**config.mk**
```make
export PLATFORM = sky130hd
export DESIGN_NAME = thread_pick_lru
export DESIGN_NICKNAME = d
export VERILOG_FILES = /design/src/rtl/tlp_pkg.sv /design/src/rtl/tlp_ready.sv /design/src/rtl/tlp_lru.sv /design/src/rtl/thread_pick_lru.sv
export SDC_FILE = /design/constraint.sdc
export NUM_CORES = 1
export LEC_CHECK = 0
export ABC_AREA = 1
export ABC_CLOCK_PERIOD_IN_PS = 3100
export BUFFER_PORTS_ARGS = -buffer_cell sky130_fd_sc_hd__buf_4
export CORE_UTILIZATION = 50
export CTS_BUF_LIST = sky130_fd_sc_hd__clkbuf_4 sky130_fd_sc_hd__clkbuf_8
export DETAILED_ROUTE_END_ITERATION = 6
export MAX_ROUTING_LAYER = met4
export PLACE_DENSITY_LB_ADDON = 0.25
export SLEW_MARGIN = 20
export SYNTH_ARGS = -nofsm -noshare
export SYNTH_HDL_FRONTEND = slang
export SYNTH_SLANG_ARGS = --single-unit
```
**constraint.sdc**
```tcl
create_clock -name clk -period 3.1 [get_ports clk]
set_input_delay 0.31 -clock clk [delete_from_list [all_inputs] [get_ports clk]]
set_output_delay 0.31 -clock clk [all_outputs]
set_load 0.02 [all_outputs]
```
**src/rtl/tlp_pkg.sv**
```systemverilog
package tlp_pkg;

    localparam int unsigned ISSUE_MAX = 2;

    typedef logic [1:0] issue_t;

    // Clip a buffered instruction count to the per-cycle issue limit.
    function automatic issue_t clip_issue(input int unsigned n);
        if (n >= ISSUE_MAX) begin
            return issue_t'(ISSUE_MAX);
        end
        return issue_t'(n);
    endfunction

endpackage

```
**src/rtl/tlp_ready.sv**
```systemverilog
module tlp_ready
    import tlp_pkg::*;
#(
    parameter int NTHR = 8,
    parameter int CNTW = 4
) (
    input  logic                   clk,
    input  logic                   rst_n,
    input  logic [NTHR-1:0]        post_sync_wait,
    input  logic [NTHR-1:0]        mispredict_wait,
    input  logic [NTHR*CNTW-1:0]   ibuf_count,
    output logic [NTHR-1:0]        rdy_q,
    output issue_t [NTHR-1:0]      icnt_q
);

    typedef struct packed {
        logic [NTHR-1:0]   rdy;
        issue_t [NTHR-1:0] cnt;
    } rdy_state_t;

    rdy_state_t st_d, st_q;

    always_comb begin
        st_d = st_q;
        for (int t = 0; t < NTHR; t++) begin
            logic [CNTW-1:0] c;
            c = ibuf_count[t*CNTW +: CNTW];
            st_d.rdy[t] = !post_sync_wait[t] && !mispredict_wait[t] && (c != '0);
            st_d.cnt[t] = clip_issue(int'(c));
        end
    end

    always_ff @(posedge clk or negedge rst_n) begin
        if (!rst_n) begin
            st_q <= '0;
        end else begin
            st_q <= st_d;
        end
    end

    assign rdy_q  = st_q.rdy;
    assign icnt_q = st_q.cnt;

    for (genvar g = 0; g < NTHR; g++) begin : g_chk
        AST_WAIT_CAUSE_BLOCKS: assert property (@(posedge clk) disable iff (!rst_n)
            (post_sync_wait[g] || mispredict_wait[g]) |=> !rdy_q[g]);
        AST_EMPTY_BUF_BLOCKS: assert property (@(posedge clk) disable iff (!rst_n)
            (ibuf_count[g*CNTW +: CNTW] == '0) |=> !rdy_q[g]);
    end

endmodule

```
**src/rtl/tlp_lru.sv**
```systemverilog
module tlp_lru #(
    parameter int NTHR = 8,
    parameter int TIDW = 3
) (
    input  logic            clk,
    input  logic            rst_n,
    input  logic [NTHR-1:0] rdy,
    input  logic            advance,
    output logic            hit,
    output logic [TIDW-1:0] win_tid
);

    typedef struct packed {
        logic [NTHR-1:0][TIDW-1:0] order;
    } lru_state_t;

    lru_state_t st_d, st_q;
    int pos;
    logic [NTHR-1:0] seen;

    // Oldest-first search for a ready thread.
    always_comb begin
        hit = 1'b0;
        pos = 0;
        for (int i = 0; i < NTHR; i++) begin
            if (!hit && rdy[st_q.order[i]]) begin
                hit = 1'b1;
                pos = i;
            end
        end
        win_tid = st_q.order[pos];
    end

    // Remove winner, close the gap, append winner at newest end.
    always_comb begin
        st_d = st_q;
        if (advance && hit) begin
            for (int i = 0; i < NTHR - 1; i++) begin
                if (i >= pos) begin
                    st_d.order[i] = st_q.order[i+1];
                end
            end
            st_d.order[NTHR-1] = win_tid;
        end
    end

    always_ff @(posedge clk or negedge rst_n) begin
        if (!rst_n) begin
            for (int i = 0; i < NTHR; i++) begin
                st_q.order[i] <= TIDW'(i);
            end
        end else begin
            st_q <= st_d;
        end
    end

    always_comb begin
        seen = '0;
        for (int i = 0; i < NTHR; i++) begin
            seen[st_q.order[i]] = 1'b1;
        end
    end

    AST_ORDER_IS_PERM: assert property (@(posedge clk) disable iff (!rst_n)
        $countones(seen) == NTHR);
    AST_WINNER_TO_TAIL: assert property (@(posedge clk) disable iff (!rst_n)
        (advance && hit) |=> st_q.order[NTHR-1] == $past(win_tid));
    AST_STALL_FREEZES: assert property (@(posedge clk) disable iff (!rst_n)
        !advance |=> $stable(st_q.order));
    AST_IDLE_FREEZES: assert property (@(posedge clk) disable iff (!rst_n)
        !hit |=> $stable(st_q.order));

endmodule

```
**src/rtl/thread_pick_lru.sv**
```systemverilog
module thread_pick_lru
    import tlp_pkg::*;
#(
    parameter int NTHR = 8,
    parameter int CNTW = 4,
    parameter int TIDW = $clog2(NTHR)
) (
    input  logic                 clk,
    input  logic                 rst_n,
    input  logic [NTHR-1:0]      post_sync_wait,
    input  logic [NTHR-1:0]      mispredict_wait,
    input  logic [NTHR*CNTW-1:0] ibuf_count,
    input  logic                 dn_stall,
    output logic                 sel_valid,
    output logic [TIDW-1:0]      sel_tid,
    output logic [1:0]           sel_count
);

    typedef struct packed {
        logic            v;
        logic [TIDW-1:0] tid;
        issue_t          cnt;
    } grant_t;

    logic [NTHR-1:0]   rdy_q;
    issue_t [NTHR-1:0] icnt_q;
    logic              hit;
    logic [TIDW-1:0]   win_tid;
    grant_t            gr_d, gr_q;

    tlp_ready #(.NTHR(NTHR), .CNTW(CNTW)) u_ready (
        .clk             (clk),
        .rst_n           (rst_n),
        .post_sync_wait  (post_sync_wait),
        .mispredict_wait (mispredict_wait),
        .ibuf_count      (ibuf_count),
        .rdy_q           (rdy_q),
        .icnt_q          (icnt_q)
    );

    tlp_lru #(.NTHR(NTHR), .TIDW(TIDW)) u_lru (
        .clk     (clk),
        .rst_n   (rst_n),
        .rdy     (rdy_q),
        .advance (!dn_stall),
        .hit     (hit),
        .win_tid (win_tid)
    );

    always_comb begin
        gr_d = '0;
        if (hit && !dn_stall) begin
            gr_d.v   = 1'b1;
            gr_d.tid = win_tid;
            gr_d.cnt = icnt_q[win_tid];
        end
    end

    always_ff @(posedge clk or negedge rst_n) begin
        if (!rst_n) begin
            gr_q <= '0;
        end else begin
            gr_q <= gr_d;
        end
    end

    assign sel_valid = gr_q.v;
    assign sel_tid   = gr_q.tid;
    assign sel_count = gr_q.cnt;

    AST_GRANT_HAS_WORK: assert property (@(posedge clk) disable iff (!rst_n)
        sel_valid |-> (sel_count == 2'd1 || sel_count == 2'd2));
    AST_STALL_NO_GRANT: assert property (@(posedge clk) disable iff (!rst_n)
        dn_stall |=> !sel_valid);
    AST_IDLE_OUTPUTS_ZERO: assert property (@(posedge clk) disable iff (!rst_n)
        !sel_valid |-> (sel_tid == '0 && sel_count == 2'd0));

endmodule

```
# Word-level counts from Yosys, hierarchy flattened
# Index checks and enable logic that the tools add are counted.
[word_totals] ff_bits=54 input_bits=51 output_inout_bits=6
[classes] order_cmp=25 muxes=61 n_reduce_logical=63
[ops] op="$mux 32" n=6
[ops] op="$ge 4x32->1 const A" n=3
[ops] op="$ge 3x32->1 const A" n=2
[ops] op="$lt 3x4->1 const B" n=9
[ops] op="$mux 2" n=17
[ops] op="$ge 1x32->1 const A" n=1
[ops] op="$ge 2x32->1 const A" n=1
[ops] op="$ge 4x2->1 const B" n=8
[ops] op="$lt 32x5->1 const B" n=1
[ops] op="$reduce_bool 4->1" n=8
[ops] op="$mux 1" n=25
[ops] op="$bmux 1 s3" n=8
[ops] op="$logic_and 1x1->1" n=24
[ops] op="$logic_not 1->1" n=24
[ops] op="$reduce_and 2->1" n=7
[ops] op="$bmux 3 s3" n=1
[ops] op="$bmux 2 s3" n=1
[ops] op="$mux 3" n=2
[ops] op="$mux 6" n=1

# Depth between registers and ports, before layout
# Gate-level depths: netlist of the first run.
[logic_depth] depth_word=30 mapped_depth=21 ltp_nobuf=20

# Modules after synthesis
# A second synthesis of the first run with hierarchy kept.
[unflattened] hier_cells=492 area_unflattened_um2=3452.1
[by_module_without_submodules] module="tlp_lru" instances=1 cells_per_inst=321 area_each_um2=2064.5 seq_area_each_um2=615.6
[by_module_without_submodules] module="tlp_ready" instances=1 cells_per_inst=104 area_each_um2=970.9 seq_area_each_um2=600.6
[by_module_without_submodules] module="thread_pick_lru" instances=1 cells_per_inst=67 area_each_um2=416.6 seq_area_each_um2=150.1

# Worst setup path after synthesis of the first run
# No wires, ideal clock.
[synth_path] kind="register -> register" from="register u_lru.st_q[15] (netlist name)" to="register gr_q (netlist bit sel_count[0])" arrival_ns=2.131 path_slack_ns=0.851 stages_incl_launch_ff=20 period_less_slack_ns=2.249 path_cell_list="dfstp_2 > buf_4 > nand2_1 > o211ai_1 > nand2_1 > o21ai_2 > inv_1 > nand3_2 > nand2_2 > inv_4 > o21ai_4 > buf_6 > nand2_1 > nand3_2 > nand2_2 > nand2_1 > nand2_2 > nand3_1 > nand3_1 > nand2_1"
[synth_rtl] element="from (decl)" line_no="tlp_lru.sv:17" text="lru_state_t st_d, st_q;"
[synth_rtl] element="from (signal assigned)" line_no="tlp_lru.sv:53" text="st_q <= st_d;"
[synth_rtl] element="to (signal assigned)" line_no="thread_pick_lru.sv:63" text="gr_q <= gr_d;"
[synth_rtl] element="to (decl)" line_no="thread_pick_lru.sv:29" text="grant_t gr_d, gr_q;"

==> impl_metrics.toml, run 1 <==
[clocking]
cts_root_buffer = "clkbuf_8"
cts_sinks = 54
h-tree-depth = 2
cts_tree = "yes"
cts.repair.resized = 0
postCtsSetupBuffers = 0
clock_latency_ns = 0.32
cts_buffer_depth = 2
cts_hold_buf = 0
clk_pin_slew_ns = 0.11
cts_buffers = 5

[global_routing]
busiest_layer = "met1"
track_usage_pct = 28.7
grtUsageMet3_pct = 5.51
antenna_found_initial = 0
grtUsageMet1_pct = 41.7
gr-total-overflow = 0
grt_max_degree = 55
grt_pass1_wl_um = 13500
met2_usage_pct = 40.3
grt_pass1_vias = 2637

[critical_path]
worstPathMaxFanout = 12
r2r_cells = 19
required_ns = 3.36
start_kind = "flop"
r2r_start = "u_ready.rdy_q[3]"
cpMostUsedCell = "nand2_1"
r2r_end = "sel_count[0]"
crit_path_max_incr_delay_ns = 0.48
path_cells = "inv_1 -> nand2_1 -> nand3_1 -> nand3_1 -> nand2_1 -> nand2_4 -> nor2_8 -> nand3_1 -> inv_2 -> o21ai_2 -> nand2_4 -> inv_2 -> nor2_1 -> nand2_1 -> nand3b_1 -> nand2_1 -> nor2_1 -> nand3_1 -> nand2_1"
end_kind = "flop"
slowest_stage = "dfrtp_1"
path_class = "flop to flop"
worst_ep_arrival_time_ns = 3.12
rrSetupSlack_ns = 0.24

[power_and_ir_drop]
seq_power_share_pct = 25.0
pwr-share-clk_pct = 9.3
leakage_nw = 1.83
powerDensity_nw_per_um2 = 1250
p_sw_mw = 2.51
p_int_mw = 2.15
share_comb_of_total_power_pct = 65.7
worst_ir_drop_vdd_mv = 0.619
p_sw_share_pct = 53.8

[finish]
drive_gt1_share_pct = 25.6
nets = 522
antenna_cells = 0
synthToLayoutAreaGrowth_pct = 18.5

[die]
chipHeight_um = 81.4
core-area_um2 = 5990
die_area_um2 = 6620
die_w_um = 81.4
ioPinCount = 57
row_count = 28
start_util_pct = 52.6

[timing]
finClkSkew_ns = 0.0185
max_freq_ghz = 0.350
setup_viol = 0
whs_ns = 0.0183
final.setup.tns_ns = 0
fin_crit_ns = 2.86
hold_viol = 0
grt_setup_unrepaired = "false"
period_share_pct = 92.1
tightest_slew_ns = 0.662
maxSlewViolCount = 0
max_slew_margin_pct = 55.8

[route]
firstDrtPassIters = 5
wl_per_cell_um = 15.8
wirelength_um = 8650
first_iter_violations = 315
vias = 3043
drc = 0
ant_nets = 0
via_per_inst = 5.56

[worst_hold_path]
hp-class = "input pin to asynchronous set/reset pin"

[synth]
synthesis.area_um2 = 3150
yosysTopAreaCell = "dfrtp_1"
syn_inst = 413
yosys_warnings = 0
ys_seq_elements = 54
synth_area_leaders = "dfrtp_1 (33%), nand2_1 (14%), dfstp_2 (10%), nand3_1 (9.8%), o21ai_0 (4.9%)"
synth_top_area_share_pct = 33.4
ys_seq_area_share_pct = 43.4
avgSynthCellArea_um2 = 7.63
synth.net_count = 464
synth.distinct_cells = 35

[status]
outcome = "finished, final reports clean"

[placed_design]
dp_hpwl_um = 6410
globalplace.congestion = 1.05
io_buffers = 56

[run]
cap_violations = 0
==> critical path, delay by kind of cell (launching register included) <==
| family | cells | cell delay, ns |
|---|---|---|
| flip-flops | 1 | 0.48 |
| AND/OR/NAND/NOR | 15 | 1.78 |
| buffers and inverters | 3 | 0.44 |
| AO/OA/AOI/OAI | 1 | 0.11 |
==> through the flow <==
step	worst slack, ns	area (um2)	cells	utilization (%)	total power [mW]
finish	0.245	3730	547	62.3	4.66
global route	0.00752	3730	547	62.3	5.09
CTS	0.217	3730	547	62.2	4.58
detailed placement	0.241	3630	539	60.6	4.14
global placement	0.333	3630	539	60.6	4.10
floorplan	0.851	3150	413	-	3.54
==> worst max-delay path by stage <==
stage / from / slack, ns / to
2_1_floorplan: u_lru.st_q[15] / 0.85 / sel_count[0]
3_3_place_gp: u_ready.rdy_q[1] / 0.33 / sel_count[1]
3_5_place_dp: u_ready.rdy_q[3] / 0.24 / sel_count[0]
4_1_cts: u_ready.rdy_q[3] / 0.22 / sel_count[0]
5_1_grt: u_ready.rdy_q[3] / 0.008 / sel_count[1]
6_report: u_ready.rdy_q[3] / 0.24 / sel_count[0]
==> cell usage after synthesis <==
cell type  instances
nand3_2            2
inv_1             33
nand2_4            2
nor2_2             2
a31oi_2            1
buf_2              2
o21bai_4           1
nor2_4             2
clkinv_1           1
or3_1              8
inv_2             12
a21oi_1           15
a21oi_2            2
o21ai_2            5
nor2_8             1
nand3_4            2
dfstp_2           12
nand3b_1           2
nor3_4             1
nand3_1           62
o21ai_4            1
o21ai_0           31
nand2_1          118
a21bo_2            1
nand2_2            8
buf_4              2
nor2_1            21
o21ai_1            5
o211ai_1           4
inv_4              1
nand4_4            1
nor3_1             8
o21bai_1           1
dfrtp_1           42
buf_6              1
==> registers in the layout, summed over array words and instances (netlist names) <==
| name | count |
|---|---|
| u_ready.icnt_q | 16 |
| sel_count | 2 |
| u_lru.st_q | 24 |
| u_ready.rdy_q | 8 |
| sel_tid | 3 |
| sel_valid | 1 |
==> power by group through the flow <==
stage	clock network (mW)	logic, mW	registers [mW]
3_3_place_gp	0	2.93	1.17
6_report	0.431	3.06	1.16
3_5_place_dp	0	2.96	1.17
2_1_floorplan	0	2.43	1.11
5_1_grt	0.472	3.43	1.19
4_1_cts	0.436	2.98	1.16
==> area by class of cell <==
type,instances,area [um2]
Multi-Input combinational cell,307,1570
Sequential cell,54,1370
Inverter,47,179
Clock buffer,6,82.6
Tap cell,75,93.8
Clock inverter,2,16.3
Timing Repair Buffer,56,420
Fill cell,531,2260
==> routing by layer <==
| metal | up-vias | wire length [um] | share of wire (%) |
|---|---|---|---|
| met5 | - | 0 | 0 |
| met4 | 0 | 144 | 1.7 |
| met3 | 14 | 573 | 6.6 |
| met2 | 122 | 3950 | 46 |
| met1 | 1432 | 3970 | 46 |
| li1 | 1475 | - | - |
==> cell usage in the layout (no fill, tap or decap), drive strengths merged <==
cell type	n
o211ai	4
nor2	26
or3	8
a21oi	17
nand3b	2
clkbuf	6
o21bai	2
a31oi	1
dfrtp	42
buf	56
clkinv	1
dfstp	12
nand3	66
nand2	128
a21bo	1
o21ai	42
clkinvlp	1
inv	47
nand4	1
nor3	9
==> cells by family after synthesis <==
logic type / count (synthesis) / synth area share (%)
and+or+nand+nor: 240 / 36.7
AOI/OAI and AO/OA: 67 / 13.1
DFF: 54 / 43.4
buffers and inverters: 52 / 6.83
Power figures use the tool's default switching activity.
==> run 2, diff against run 1 <==
Settings changed: CELL_PAD_IN_SITES_DETAIL_PLACEMENT set to 0, CELL_PAD_IN_SITES_GLOBAL_PLACEMENT set to 1, CORE_UTILIZATION 50 to 42.
==> impl_metrics.toml, run 2 (same netlist as run 1, synthesis figures left out) <==
[status]
outcome = "finished, final reports clean"

[placed_design]
io_buffers = 56
place_area_um2 = 3660
dp_hpwl_um = 6620
globalplace.congestion = 1.02

[clocking]
h-tree-depth = 2
clock_latency_ns = 0.31
cts_tree = "yes"
cts_root_buffer = "clkbuf_8"
cts_buffers = 5
clk_pin_slew_ns = 0.10
cts_sinks = 54
cts_buffer_depth = 2

[critical_path]
required_ns = 3.31
path_cells = "clkinvlp_4 -> a21oi_1 -> o21ai_0 -> nand3_1 -> nand2_1 -> nand3_1 -> inv_2 -> o21ai_2 -> nand2_2 -> inv_2 -> nand3_1 -> nand3_4 -> nand2_4 -> nand2_1 -> nand3_1 -> nand3_1 -> nand2_1"
end_kind = "flop"
path_class = "flop to flop"
worstPathMaxFanout = 12
critPathBufInv = 3
critPathTopFamily = "simple AND/OR/NAND/NOR gates"
slowest_stage = "dfrtp_1"
crit_path_max_incr_delay_ns = 0.44
start_kind = "flop"
cpMostUsedCell = "nand3_1"
worst_ep_arrival_time_ns = 3.03

[finish]
drive_gt1_share_pct = 25.8
top_register = "u_lru.st_q"
nets = 522
synthToLayoutAreaGrowth_pct = 19.2
final_cell_mix = "nand2_1 (118), nand3_1 (62), buf_4 (56), dfrtp_1 (42), inv_1 (33)"
layout_commonest_cell = "nand2_1"
design_area_um2 = 3760
largest_reg_flops = 24
antenna_cells = 0
nFillCells = 729

[timing]
max_slew_margin_pct = 55.8
final.setup.tns_ns = 0
period_share_pct = 91.0
grt_setup_unrepaired = "false"
fin_crit_ns = 2.82
setup_viol = 0
hold_viol = 0
tightest_slew_ns = 0.663
finClkSkew_ns = 0.00910
max_freq_ghz = 0.354
maxSlewViolCount = 0

[route]
via_per_inst = 5.12
wirelength_um = 8610
firstDrtPassIters = 4
vias = 2925
wl_per_cell_um = 15.1
drc = 0
first_iter_violations = 171
ant_nets = 0

[die]
core-area_um2 = 7250
die_area_um2 = 7850
die_w_um = 88.6
ioPinCount = 57
start_util_pct = 43.4
row_count = 31
chipHeight_um = 88.6

[power_and_ir_drop]
pwr-share-clk_pct = 9.0
total_power_mw = 4.67
p_int_mw = 2.13
p_sw_share_pct = 54.2
p_sw_mw = 2.53
worst_ir_drop_vdd_mv = 0.485
share_comb_of_total_power_pct = 65.9
seq_power_share_pct = 25.1
leakage_nw = 1.83
powerDensity_nw_per_um2 = 1240

[worst_hold_path]
hp-class = "input pin to asynchronous set/reset pin"

[global_routing]
grt_max_degree = 55
grt_pass1_wl_um = 14200
gr-total-overflow = 0
track_usage_pct = 25.2
antenna_found_initial = 0
grt_pass1_vias = 2770

[run]
cap_violations = 0
[run 2: cell count changes in the layout (fill, tap and decap cells not counted)]
cell	before	now
clkbuf_4	0	1
clkbuf_8	6	5
clkinv_1	1	0
inv_6	1	2
nand2_2	7	8
nand2_4	3	2
[run 2: power by group through the flow]
stage	clock, mW	combinational, mW	sequential [mW]
2_1_floorplan	0	2.43	1.11
3_3_place_gp	0	3.06	1.18
3_5_place_dp	0	3.06	1.18
4_1_cts	0.435	3.08	1.17
5_1_grt	0.458	3.47	1.20
6_report	0.420	3.07	1.17
[run 2: layer usage]
layer  global-route usage (%)  routed length, um  vias to the layer above
met5                        -                  0                        -
met4                     6.30                129                        0
met3                     2.80                358                       11
met2                     43.8               4520                       88
met1                     31.1               3600                     1354
li1                         -                  -                     1472
[run 2: worst reg2reg max path: stages, from the launching register on]
cell	delay [ns]
dfrtp_1	0.44
clkinvlp_4	0.26
a21oi_1	0.17
o21ai_0	0.09
nand3_1	0.08
nand2_1	0.19
nand3_1	0.17
inv_2	0.05
o21ai_2	0.09
nand2_2	0.23
inv_2	0.20
nand3_1	0.17
nand3_4	0.19
nand2_4	0.10
nand2_1	0.09
nand3_1	0.07
nand3_1	0.08
nand2_1	0.06
[run 2: repair_timing]
item,CTS,global route
endpoints found under the hold margin,0,0
resized for setup,0,1
hold buffers,0,0
setup endpoints to repair,0,2
setup buffers,0,0
[run 2: final timing paths]
kind,startpoint,to,slack (ns),depth (start not counted)
max,u_ready.rdy_q[1],sel_count[1],0.28,17
min,rst_n,u_lru.st_q[8],0.03,1
max reg2reg,u_ready.rdy_q[1],sel_count[1],0.28,17
min reg2reg,u_lru.st_q[20],u_lru.st_q[20],0.52,2
max in group asynchronous,rst_n,sel_count[0],2.64,1
min in group clk,post_sync_wait[1],u_ready.rdy_q[1],0.13,2
[run 2: layout make-up]
| type | instances | area (um2) | area share (%) |
|---|---|---|---|
| inverters | 47 | 183 | 4.86 |
| flip-flops and latches | 54 | 1370 | 36.4 |
| clock inverters | 2 | 17.5 | 0.466 |
| multi-input cells | 307 | 1570 | 41.8 |
| well taps | 99 | 124 | 3.30 |
| repair buffers | 56 | 420 | 11.2 |
| clock buffers | 6 | 76.3 | 2.03 |
[run 2: through the flow]
| step | util (%) | hold slack [ns] | setup slack, ns | std cells |
|---|---|---|---|---|
| finish | 51.8 | 0.0256 | 0.279 | 571 |
| detailed placement | 50.4 | 0.396 | 0.245 | 563 |
| CTS | 51.7 | 0.0563 | 0.205 | 571 |
| global placement | 50.4 | 0.389 | 0.324 | 563 |
| floorplan | - | 0.0144 | 0.851 | 413 |
| global route | 51.8 | 0.0932 | 0.00871 | 571 |
==> run 3, diff against run 2 <==
Settings changed: BUFFER_PORTS_ARGS -buffer_cell sky130_fd_sc_hd__buf_4 to unset, CORE_UTILIZATION 42 to 48, DONT_BUFFER_PORTS set to 1.
==> impl_metrics.toml, run 3 (same netlist as run 1, synthesis figures left out) <==
[status]
outcome = "finished, final reports clean"

[critical_path]
end_kind = "flop"
r2r_cells = 17
r2r_end = "sel_count[0]"
crit_start = "u_lru.st_q[22]"
worstPathMaxFanout = 12
start_kind = "flop"
rrSetupSlack_ns = 0.29
r2r_start = "u_lru.st_q[22]"
required_ns = 3.30
path_class = "flop to flop"
worst_ep_arrival_time_ns = 3.01

[global_routing]
gr-total-overflow = 0
grt_max_degree = 55
track_usage_pct = 25.4
antenna_found_initial = 0
grt_pass1_wl_um = 13400
grt_pass1_vias = 2675

[clocking]
postCtsSetupBuffers = 0
cts_buffers = 5
cts_tree = "yes"
cts_buffer_depth = 2
cts_hold_buf = 2
cts.repair.resized = 0
cts_root_buffer = "clkbuf_8"
clock_latency_ns = 0.30
clk_pin_slew_ns = 0.10
h-tree-depth = 2
cts_sinks = 54

[timing]
worst_slack_ns = 0.292
max_freq_ghz = 0.356
fin_crit_ns = 2.81
period_share_pct = 90.6
grt_setup_unrepaired = "false"
whs_ns = 0.0578
max_slew_margin_pct = 70.7
finClkSkew_ns = 0.00780
tightest_slew_ns = 0.438
maxSlewViolCount = 0
hold_viol = 0
final.setup.tns_ns = 0
setup_viol = 0

[route]
firstDrtPassIters = 4
via_per_inst = 5.57
first_iter_violations = 211
drc = 0
ant_nets = 0
wl_per_cell_um = 16.2
wirelength_um = 8000
vias = 2755

[finish]
layout_commonest_cell = "nand2_1"
synthToLayoutAreaGrowth_pct = 6.67
drive_gt1_share_pct = 15.8
nets = 468
antenna_cells = 0
multi_input_area_um2 = 1570
final_cell_mix = "nand2_1 (118), nand3_1 (62), dfrtp_1 (42), inv_1 (33), o21ai_0 (31)"
nFillCells = 625
top_register = "u_lru.st_q"
largest_reg_flops = 24
regArea_um2 = 1370

[power_and_ir_drop]
worst_ir_drop_vdd_mv = 0.582
powerDensity_nw_per_um2 = 1350
leakage_nw = 1.59

[die]
core-area_um2 = 6350
chipHeight_um = 83.0
die_w_um = 83.0
die_area_um2 = 6890
row_count = 29
start_util_pct = 49.6
ioPinCount = 57

[worst_hold_path]
hold_depth = 1
hold_path_end = "u_ready.rdy_q[6]"
hp-class = "input pin to flop"
min_from = "post_sync_wait[6]"

[run]
cap_violations = 0

[placed_design]
dp_hpwl_um = 6040
globalplace.congestion = 0.889
pre_cts_ws_ns = 0.360
io_buffers = 0
## run 3: changes by cell type in the layout (fill, tap and decap cells not counted), sizes merged
cell / delta
buf: -55
bufinv: +1
clkbuf: -1
clkinv: +2
clkinvlp: -1
dlygate4sd3: +1
inv: -1
## run 3: cell type report
type / count / area share (%)
multi-input combinational: 307 / 46.7
sequential: 54 / 40.7
inverter: 47 / 5.32
tap: 77 / 2.87
clock buffer: 5 / 2.05
clock inverter: 3 / 1.30
timing repair buffer: 2 / 1.12
## run 3: per-layer routing
layer	GRT usage (%)	part of all wire [%]	vias up
met5	-	0	-
met4	5.49	0.72	0
met3	4.27	7.7	8
met2	38.3	46	104
met1	36.0	45	1277
li1	-	-	1366
## run 3: where the power goes
group	internal (mW)	switching, mW
logic	0.944	1.93
clock network	0.242	0.229
registers	0.954	0.251
total	2.14	2.41
## run 3: how the worst max path moves through the flow
stage,to,slack (ns)
final,sel_count[0],0.29
after global routing,sel_count[1],0.02
after CTS,sel_count[0],0.33
after detailed placement,sel_count[0],0.36
after global placement,sel_count[0],0.27
after floorplan,sel_count[0],0.85
## run 3: critical path, stage by stage, from the launching register on
cell and delay [ns]:
dfstp_2 0.56, inv_1 0.10, a21oi_1 0.15, o21ai_0 0.13, nand2_1 0.08, nand2_1 0.04
nand2_1 0.17, inv_2 0.09, o21ai_2 0.23, nand2_2 0.25, inv_2 0.21, nand3_1 0.14
nand3_4 0.16, nand2_4 0.10, nand2_1 0.07, nand3_1 0.06, nand3_1 0.09, nand2_1 0.06
## run 3: metrics by stage
stage | instances | area (um2) | utilization [%] | total power, mW
final | 495 | 3360 | 52.9 | 4.55
after detailed placement | 485 | 3210 | 50.6 | 4.04
after global routing | 495 | 3360 | 52.9 | 4.99
after CTS | 495 | 3360 | 52.9 | 4.55
after floorplan | 413 | 3150 | - | 3.54
after global placement | 485 | 3210 | 50.6 | 4.05
